<file path="src/rtl/ovr_pkg.sv">
package ovr_pkg;

  // Counter width able to hold 2^(2^sel_w - 1) - 1, the longest reload value.
  function automatic int hold_cnt_width(input int sel_w);
    return (1 << sel_w) - 1;
  endfunction

  // Width of the unsigned magnitude of a signed sample.
  function automatic int mag_width(input int sample_w);
    return sample_w - 1;
  endfunction

endpackage

</file>
<file path="src/rtl/ovr_mag.sv">
module ovr_mag #(
  parameter int SAMPLE_W = 12,
  parameter int CMP_W    = 8
) (
  input  logic [SAMPLE_W-1:0] sample,
  output logic [CMP_W-1:0]    mag_top
);
  localparam int MAG_W = ovr_pkg::mag_width(SAMPLE_W);

  logic [SAMPLE_W-1:0] negated;
  logic [MAG_W-1:0]    mag;

  always_comb begin
    negated = ~sample + SAMPLE_W'(1);
    if (!sample[SAMPLE_W-1]) begin
      mag = sample[MAG_W-1:0];
    end else if (sample[MAG_W-1:0] == '0) begin
      // most negative code: saturate to full positive scale
      mag = '1;
    end else begin
      mag = negated[MAG_W-1:0];
    end
    mag_top = mag[MAG_W-1 -: CMP_W];
  end

endmodule

</file>
<file path="src/rtl/ovr_stretch.sv">
module ovr_stretch #(
  parameter int SEL_W = 4
) (
  input  logic             clk,
  input  logic             rst,
  input  logic             hit,
  input  logic [SEL_W-1:0] hold_sel,
  output logic             flag
);
  localparam int CNT_W = ovr_pkg::hold_cnt_width(SEL_W);

  logic [CNT_W-1:0] remain;
  logic [CNT_W-1:0] reload;

  // 2^N - 1 further cycles after the first high cycle
  always_comb reload = (CNT_W'(1) << hold_sel) - CNT_W'(1);

  always_ff @(posedge clk) begin
    if (rst) begin
      flag   <= 1'b0;
      remain <= '0;
    end else if (hit) begin
      flag   <= 1'b1;
      remain <= reload;
    end else if (remain != '0) begin
      flag   <= 1'b1;
      remain <= remain - CNT_W'(1);
    end else begin
      flag   <= 1'b0;
    end
  end

endmodule

</file>
<file path="src/rtl/ovr_detect_top.sv">
module ovr_detect_top #(
  parameter int SAMPLE_W = 12,
  parameter int CMP_W    = 8,
  parameter int SEL_W    = 4
) (
  input  logic                clk,
  input  logic                rst,
  input  logic [SAMPLE_W-1:0] sample,
  input  logic [CMP_W-1:0]    thr_lo,
  input  logic [CMP_W-1:0]    thr_hi,
  input  logic [SEL_W-1:0]    hold_sel,
  output logic                ovr_lo,
  output logic                ovr_hi
);
  localparam int NUM_THR = 2;

  logic [CMP_W-1:0] mag_top;
  logic [CMP_W-1:0] thr_vec [NUM_THR];
  logic [NUM_THR-1:0] exceed;
  logic [NUM_THR-1:0] flags;

  always_comb begin
    thr_vec[0] = thr_lo;
    thr_vec[1] = thr_hi;
  end

  ovr_mag #(.SAMPLE_W(SAMPLE_W), .CMP_W(CMP_W)) u_mag (
    .sample  (sample),
    .mag_top (mag_top)
  );

  for (genvar g = 0; g < NUM_THR; g++) begin : g_thr
    always_comb exceed[g] = (mag_top > thr_vec[g]);

    ovr_stretch #(.SEL_W(SEL_W)) u_stretch (
      .clk      (clk),
      .rst      (rst),
      .hit      (exceed[g]),
      .hold_sel (hold_sel),
      .flag     (flags[g])
    );
  end

  assign ovr_lo = flags[0];
  assign ovr_hi = flags[1];

endmodule

</file>
<file path="config.mk">
export PLATFORM = sky130hd
export DESIGN_NAME = ovr_detect_top
export DESIGN_NICKNAME = d
export VERILOG_FILES = /design/src/rtl/ovr_pkg.sv /design/src/rtl/ovr_mag.sv /design/src/rtl/ovr_stretch.sv /design/src/rtl/ovr_detect_top.sv
export SDC_FILE = /design/constraint.sdc
export NUM_CORES = 1
export LEC_CHECK = 0
export BUFFER_PORTS_ARGS = -buffer_cell sky130_fd_sc_hd__buf_2
export CAP_MARGIN = 20
export CORE_UTILIZATION = 50
export CTS_CLUSTER_DIAMETER = 150
export DETAILED_ROUTE_END_ITERATION = 6
export PLACE_DENSITY = 0.7
export SYNTH_ARGS = -nofsm -noshare
export SYNTH_HDL_FRONTEND = slang
export SYNTH_SLANG_ARGS = --single-unit
</file>
<file path="constraint.sdc">
create_clock -name clk -period 4.4 [get_ports clk]
set_clock_uncertainty 0.1 [all_clocks]
set_input_delay 0.22 -clock clk [delete_from_list [all_inputs] [get_ports clk]]
set_output_delay 0.22 -clock clk [all_outputs]
set_load 0.02 [all_outputs]
</file>
==> metrics.cfg, run 1 <==
[power_and_ir_drop]
clkPwrFrac_pct=21.9
seq_power_share_pct=39.0
p_sw_w=0.000370
p_leak_nw=1.21
switching_share_pct=37.6
p_int_w=0.000614
vdd_drop_max_mv=0.193
p_per_area_mw_per_mm2=353
power_w=0.000984
comb_power_share_pct=39.1

[timing]
hold_viol=0
final_min_period_over_clock_period_pct=86.2
slew_viol_final=0
rsz0062_at_grt=false
fin_ws_ns=0.608
tightestPinTransition_ns=0.674
fmax_mhz=264
setup_viol_count_final=0
tns_ns=0
max_slew_margin_pct=54.7
period_minus_slack_ns=3.79

[placed_design]
place_ws_ns=0.359
io_buffers=35
placed_area_mm2=0.00271
hpwlAfterDp_mm=4.31
gp_congestion=0.836

[cts]
path_clk_slew_ns=0.07
cts_buffers=5
clock_path_buffers=2
htreeDepth=2
cts.root.buffer_cell=clkbuf_8
cts_tree=yes
post_cts_buffers=0
ctsHoldBuffers=0
cts.repair.resized=0
clk_latency_ns=0.28
clock-sinks=32

[global_route]
grt_usage_pct=22.9
first_global_vias=2153
grt_util_met2_pct=39.7
grt_max_degree=33
grt.overflow.total=0
use_met3_pct=3.33
grt_pass1_wl_mm=9.56
grtUsageMet1_pct=29.7
antenna_found_initial=0
top_usage_layer=met2

[worst_setup_path]
path_delay_family=simple AND/OR/NAND/NOR gates
cp.required_ns=4.51
rrSetupSlack_ns=1.92
path_buf_inv=1
worstPathCellList=buf_2 > or4_4 > or3_4 > or3_4 > or4_4 > nand2_1 > ha_1 > nor2b_1 > o211ai_1 > a21oi_1 > o21ai_1 > o311ai_0 > a21oi_1
worst_path_max_delay_cell=o21ai_1
critPathKind=in -> reg
crit_fanout=9
cp-start-kind=input port
worstPathArrival_ns=3.90
slowest_delay_ns=0.55
cp-end-kind=register

[route]
via_per_inst=5.56
drtPass1Iterations=4
wl_per_cell_um=13.5
vias=2350
drc_errors=0
dr.first_iter.drc_count=103
ant_nets=0
wirelength_mm=5.71

[final_layout]
final_area_mm2=0.00279
drive_gt1_share_pct=16.3
fin_nets=409
area_delta_synth_final_pct=12.0
fillers=476
multiInputGateArea_mm2=0.00173
regArea_um2=641
antenna_cells=0

[synthesis]
synth_cells=327
synth_flop_cell=dfxtp_1
syn_area_per_cell_um2=7.61
netlist_top_cells_area=dfxtp_1, ha_1, a21oi_1, xor2_1, nand2_1
ys_ff_latch=32
synth.largest_area_cell=dfxtp_1
seq_area_frac_synth_pct=25.8
synth_cell_types=47
synthesis.nets=380
async_flop_share_pct=0
yosysTopAreaCellShare_pct=25.8
synth.most_common_cell=a21oi_1
yosys-top-cells-count=a21oi_1, dfxtp_1, nand2_1, nor2_1, ha_1
synth_edf_count=0
ys_warn_count=0
syn_area_mm2=0.00249

[die]
start_util_pct=52.3
die_w_um=72.5
rows=25
die_area_mm2=0.00526
die_y_um=72.5
core_mm2=0.00475
io_pins=36

[outcome]
status=finished, final reports clean

[job]
maxCapViolCount=0

[min_path]
hp-class=in -> reg

## cell usage in the layout (no fill, tap or decap), drive strengths merged, types with 6 or more instances in the layout
cell,instances
or3,6
xnor2,8
inv,18
nand2b,6
clkbuf,6
a211oi,9
dfxtp,32
a21oi,34
nand2,29
o21ai,15
xor2,14
nor3,11
nor2,26
or4,8
nand3,18
buf,37
or2,6
ha,19
## kinds of logic (layout without fill, tap and decap cells)
family | after synthesis | after routing | share of synthesized area (%)
and+or+nand+nor | 135 | 135 | 29.7
xor gates and xnor gates | 22 | 22 | 7.75
buffers and inverters | 33 | 62 | 5.13
adders and majority gates | 19 | 19 | 9.56
AOI/OAI and AO/OA | 81 | 81 | 20.1
muxes | 5 | 5 | 2.06
DFF | 32 | 32 | 25.8
## tightest hold or removal path: stages
cell	delay, ns
buf_2	0.17
nand3_1	0.10
a21oi_1	0.06
## area by class of cell
type / count / area share, %
multi-input combinational: 262 / 61.9
sequential: 32 / 23.0
timing repair buffer: 37 / 6.83
tap: 67 / 3.01
clock buffer: 6 / 2.61
inverter: 18 / 2.43
clock inverter: 1 / 0.180
## power by group through the flow
stage / combinational, W / sequential, W / clock [W]
5_1_grt: 0.000435 / 0.000390 / 0.000234
3_5_place_dp: 0.000382 / 0.000388 / 0
2_1_floorplan: 0.000303 / 0.000379 / 0
6_report: 0.000385 / 0.000384 / 0.000215
4_1_cts: 0.000385 / 0.000382 / 0.000222
3_3_place_gp: 0.000379 / 0.000387 / 0
## state kept, by name, summed over array words and instances (netlist names)
register                flops
g_thr.u_stretch.flag        2
g_thr.u_stretch.remain     30
## path summary, 6_finish.rpt
| path | cells after the start | end | from |
|---|---|---|---|
| setup / recovery | 13 | g_thr[0].u_stretch.remain[14] | sample[2] |
| hold / removal | 3 | g_thr[0].u_stretch.remain[11] | hold_sel[2] |
| setup reg to reg | 8 | g_thr[1].u_stretch.remain[12] | g_thr[1].u_stretch.remain[0] |
| hold reg to reg | 2 | g_thr[1].u_stretch.remain[14] | g_thr[1].u_stretch.remain[14] |
## layer usage
metal | vias up | part of all wire [%]
met5 | - | 0
met2 | 36 | 47
met3 | 5 | 2.6
li1 | 1238 | -
met1 | 1071 | 49
met4 | 0 | 0.89
## per-stage QoR
stage                     utilization (%)  cells  hold slack (ns)
after CTS                            58.6    423            0.205
after detailed placement             56.9    416            0.393
final                                58.6    423            0.207
after global placement               56.9    416            0.389
after global routing                 58.6    423            0.258
after floorplan                         -    327            0.192
Note: power is estimated with default switching activity, not from simulation.
==> run 2, diff against run 1 <==
--- a/config.mk
+++ b/config.mk
@@ -11,5 +11,5 @@
 export CTS_CLUSTER_DIAMETER = 150
 export DETAILED_ROUTE_END_ITERATION = 6
-export PLACE_DENSITY = 0.7
+export PLACE_DENSITY = 0.71
 export SYNTH_ARGS = -nofsm -noshare
 export SYNTH_HDL_FRONTEND = slang
==> constraint.sdc (replaced) <==
create_clock -name clk -period 4.4 [get_ports clk]
set_clock_uncertainty 0.1 [all_clocks]
set_input_delay 0.88 -clock clk [delete_from_list [all_inputs] [get_ports clk]]
set_output_delay 0.88 -clock clk [all_outputs]
set_load 0.02 [all_outputs]
==> metrics.cfg, run 2 (synthesis results as in run 1) <==
[worst_setup_path]
worstPathCellList=buf_2 > or4_4 > or3_4 > or3_4 > or4_4 > and2_1 > ha_1 > nor2b_1 > o211ai_1 > a21oi_1 > o21a_1 > buf_4 > nand2_1 > a21oi_1
path_buf_inv=2
worst_path_max_delay_cell=or4_4
cp-start-kind=input port
crit_fanout=12
cp.required_ns=4.52
rrSetupSlack_ns=2.00
critPathKind=in -> reg
cp-end-kind=register
slowest_delay_ns=0.53
worstPathArrival_ns=4.27
path_delay_family=simple AND/OR/NAND/NOR gates

[route]
drc_errors=0
wirelength_mm=5.73
ant_nets=0
drtPass1Iterations=4
wl_per_cell_um=13.5
vias=2355
dr.first_iter.drc_count=170
via_per_inst=5.54

[timing]
fin_ws_ns=0.245
tns_ns=0
max_slew_margin_pct=55.1
slew_viol_final=0
tightestPinTransition_ns=0.668
final_min_period_over_clock_period_pct=94.4
setup_viol_count_final=0
period_minus_slack_ns=4.16
hold_viol=0
rsz0062_at_grt=false
fmax_mhz=241

[final_layout]
drive_gt1_share_pct=17.0
final_common_cell=buf_2
largest_registers=g_thr.u_stretch.remain: 30 flops, g_thr.u_stretch.flag: 2 flops
fillers=456
antenna_cells=0
largest_register_ffs=30
final_area_mm2=0.00283
regMostFlops=g_thr.u_stretch.remain
fin_nets=411
final_cell_mix=buf_2, a21oi_1, dfxtp_1, nand2_1, nor2_1
area_delta_synth_final_pct=13.8

[placed_design]
place_ws_ns=-0.0364
hpwlAfterDp_mm=4.34
gp_congestion=0.848
io_buffers=35
placed_area_mm2=0.00274

[global_route]
grt_usage_pct=23.8
grt_pass1_wl_mm=9.84
first_global_vias=2150
antenna_found_initial=0
grt.overflow.total=0
grt_max_degree=33

[cts]
cts.root.buffer_cell=clkbuf_8
clock_path_buffers=2
htreeDepth=2
path_clk_slew_ns=0.07
cts_tree=yes
clock-sinks=32
clk_latency_ns=0.29
cts.repair.resized=0
post_cts_buffers=0
cts_buffers=5
ctsHoldBuffers=0

[die]
die_w_um=72.5
io_pins=36
core_mm2=0.00475
die_area_mm2=0.00526
start_util_pct=52.3
rows=25
die_y_um=72.5

[power_and_ir_drop]
clkPwrFrac_pct=23.9
comb_power_share_pct=38.5
power_w=0.00102
vdd_drop_max_mv=0.242
p_leak_nw=1.23
p_per_area_mw_per_mm2=362
seq_power_share_pct=37.6
p_int_w=0.000653
switching_share_pct=36.2
p_sw_w=0.000370

[job]
maxCapViolCount=0

[min_path]
hp-class=reg -> reg

[outcome]
status=finished, final reports clean

[run 2: per-stage QoR]
stage | util [%] | cells | hold slack (ns)
2_1_floorplan | - | 327 | 0.365
3_3_place_gp | 57.5 | 418 | 0.398
3_5_place_dp | 57.5 | 418 | 0.398
4_1_cts | 59.6 | 425 | 0.412
5_1_grt | 59.6 | 425 | 0.444
6_report | 59.6 | 425 | 0.419
[run 2: path summary, 6_finish.rpt]
kind | to | cells after the start | start
max reg2reg | g_thr[0].u_stretch.remain[0] | 6 | g_thr[0].u_stretch.remain[2]
min | g_thr[1].u_stretch.remain[14] | 2 | g_thr[1].u_stretch.remain[14]
max | g_thr[0].u_stretch.remain[6] | 14 | sample[2]
min reg2reg | g_thr[1].u_stretch.remain[14] | 2 | g_thr[1].u_stretch.remain[14]
[run 2: tightest hold or removal path, cell delays in order, from the launching register on]
cell and delay, ns:
dfxtp_1 0.33, o311ai_1 0.07, a21oi_1 0.07
[run 2: cell type report]
class / count / area (um^2) / share of cell area (%)
Inverter: 18 / 67.6 / 2.39
Multi-Input combinational cell: 262 / 1730 / 60.9
Clock buffer: 7 / 96.3 / 3.40
Timing Repair Buffer: 39 / 218 / 7.69
Tap cell: 67 / 83.8 / 2.96
Sequential cell: 32 / 641 / 22.6
[run 2: routing by layer]
layer / global-route usage [%] / vias to the layer above / wire length (um)
met5: 0 / - / 0
met4: 9.37 / 0 / 115
met3: 4.03 / 12 / 223
met2: 36.9 / 45 / 2510
met1: 32.9 / 1051 / 2870
li1: - / 1247 / -
[run 2: power groups by stage]
stage / Sequential, W / Combinational, W / Clock (W)
after CTS: 0.000383 / 0.000395 / 0.000251
final: 0.000385 / 0.000394 / 0.000244
after global routing: 0.000391 / 0.000449 / 0.000262
after detailed placement: 0.000389 / 0.000392 / 0
after global placement: 0.000387 / 0.000387 / 0
after floorplan: 0.000379 / 0.000304 / 0
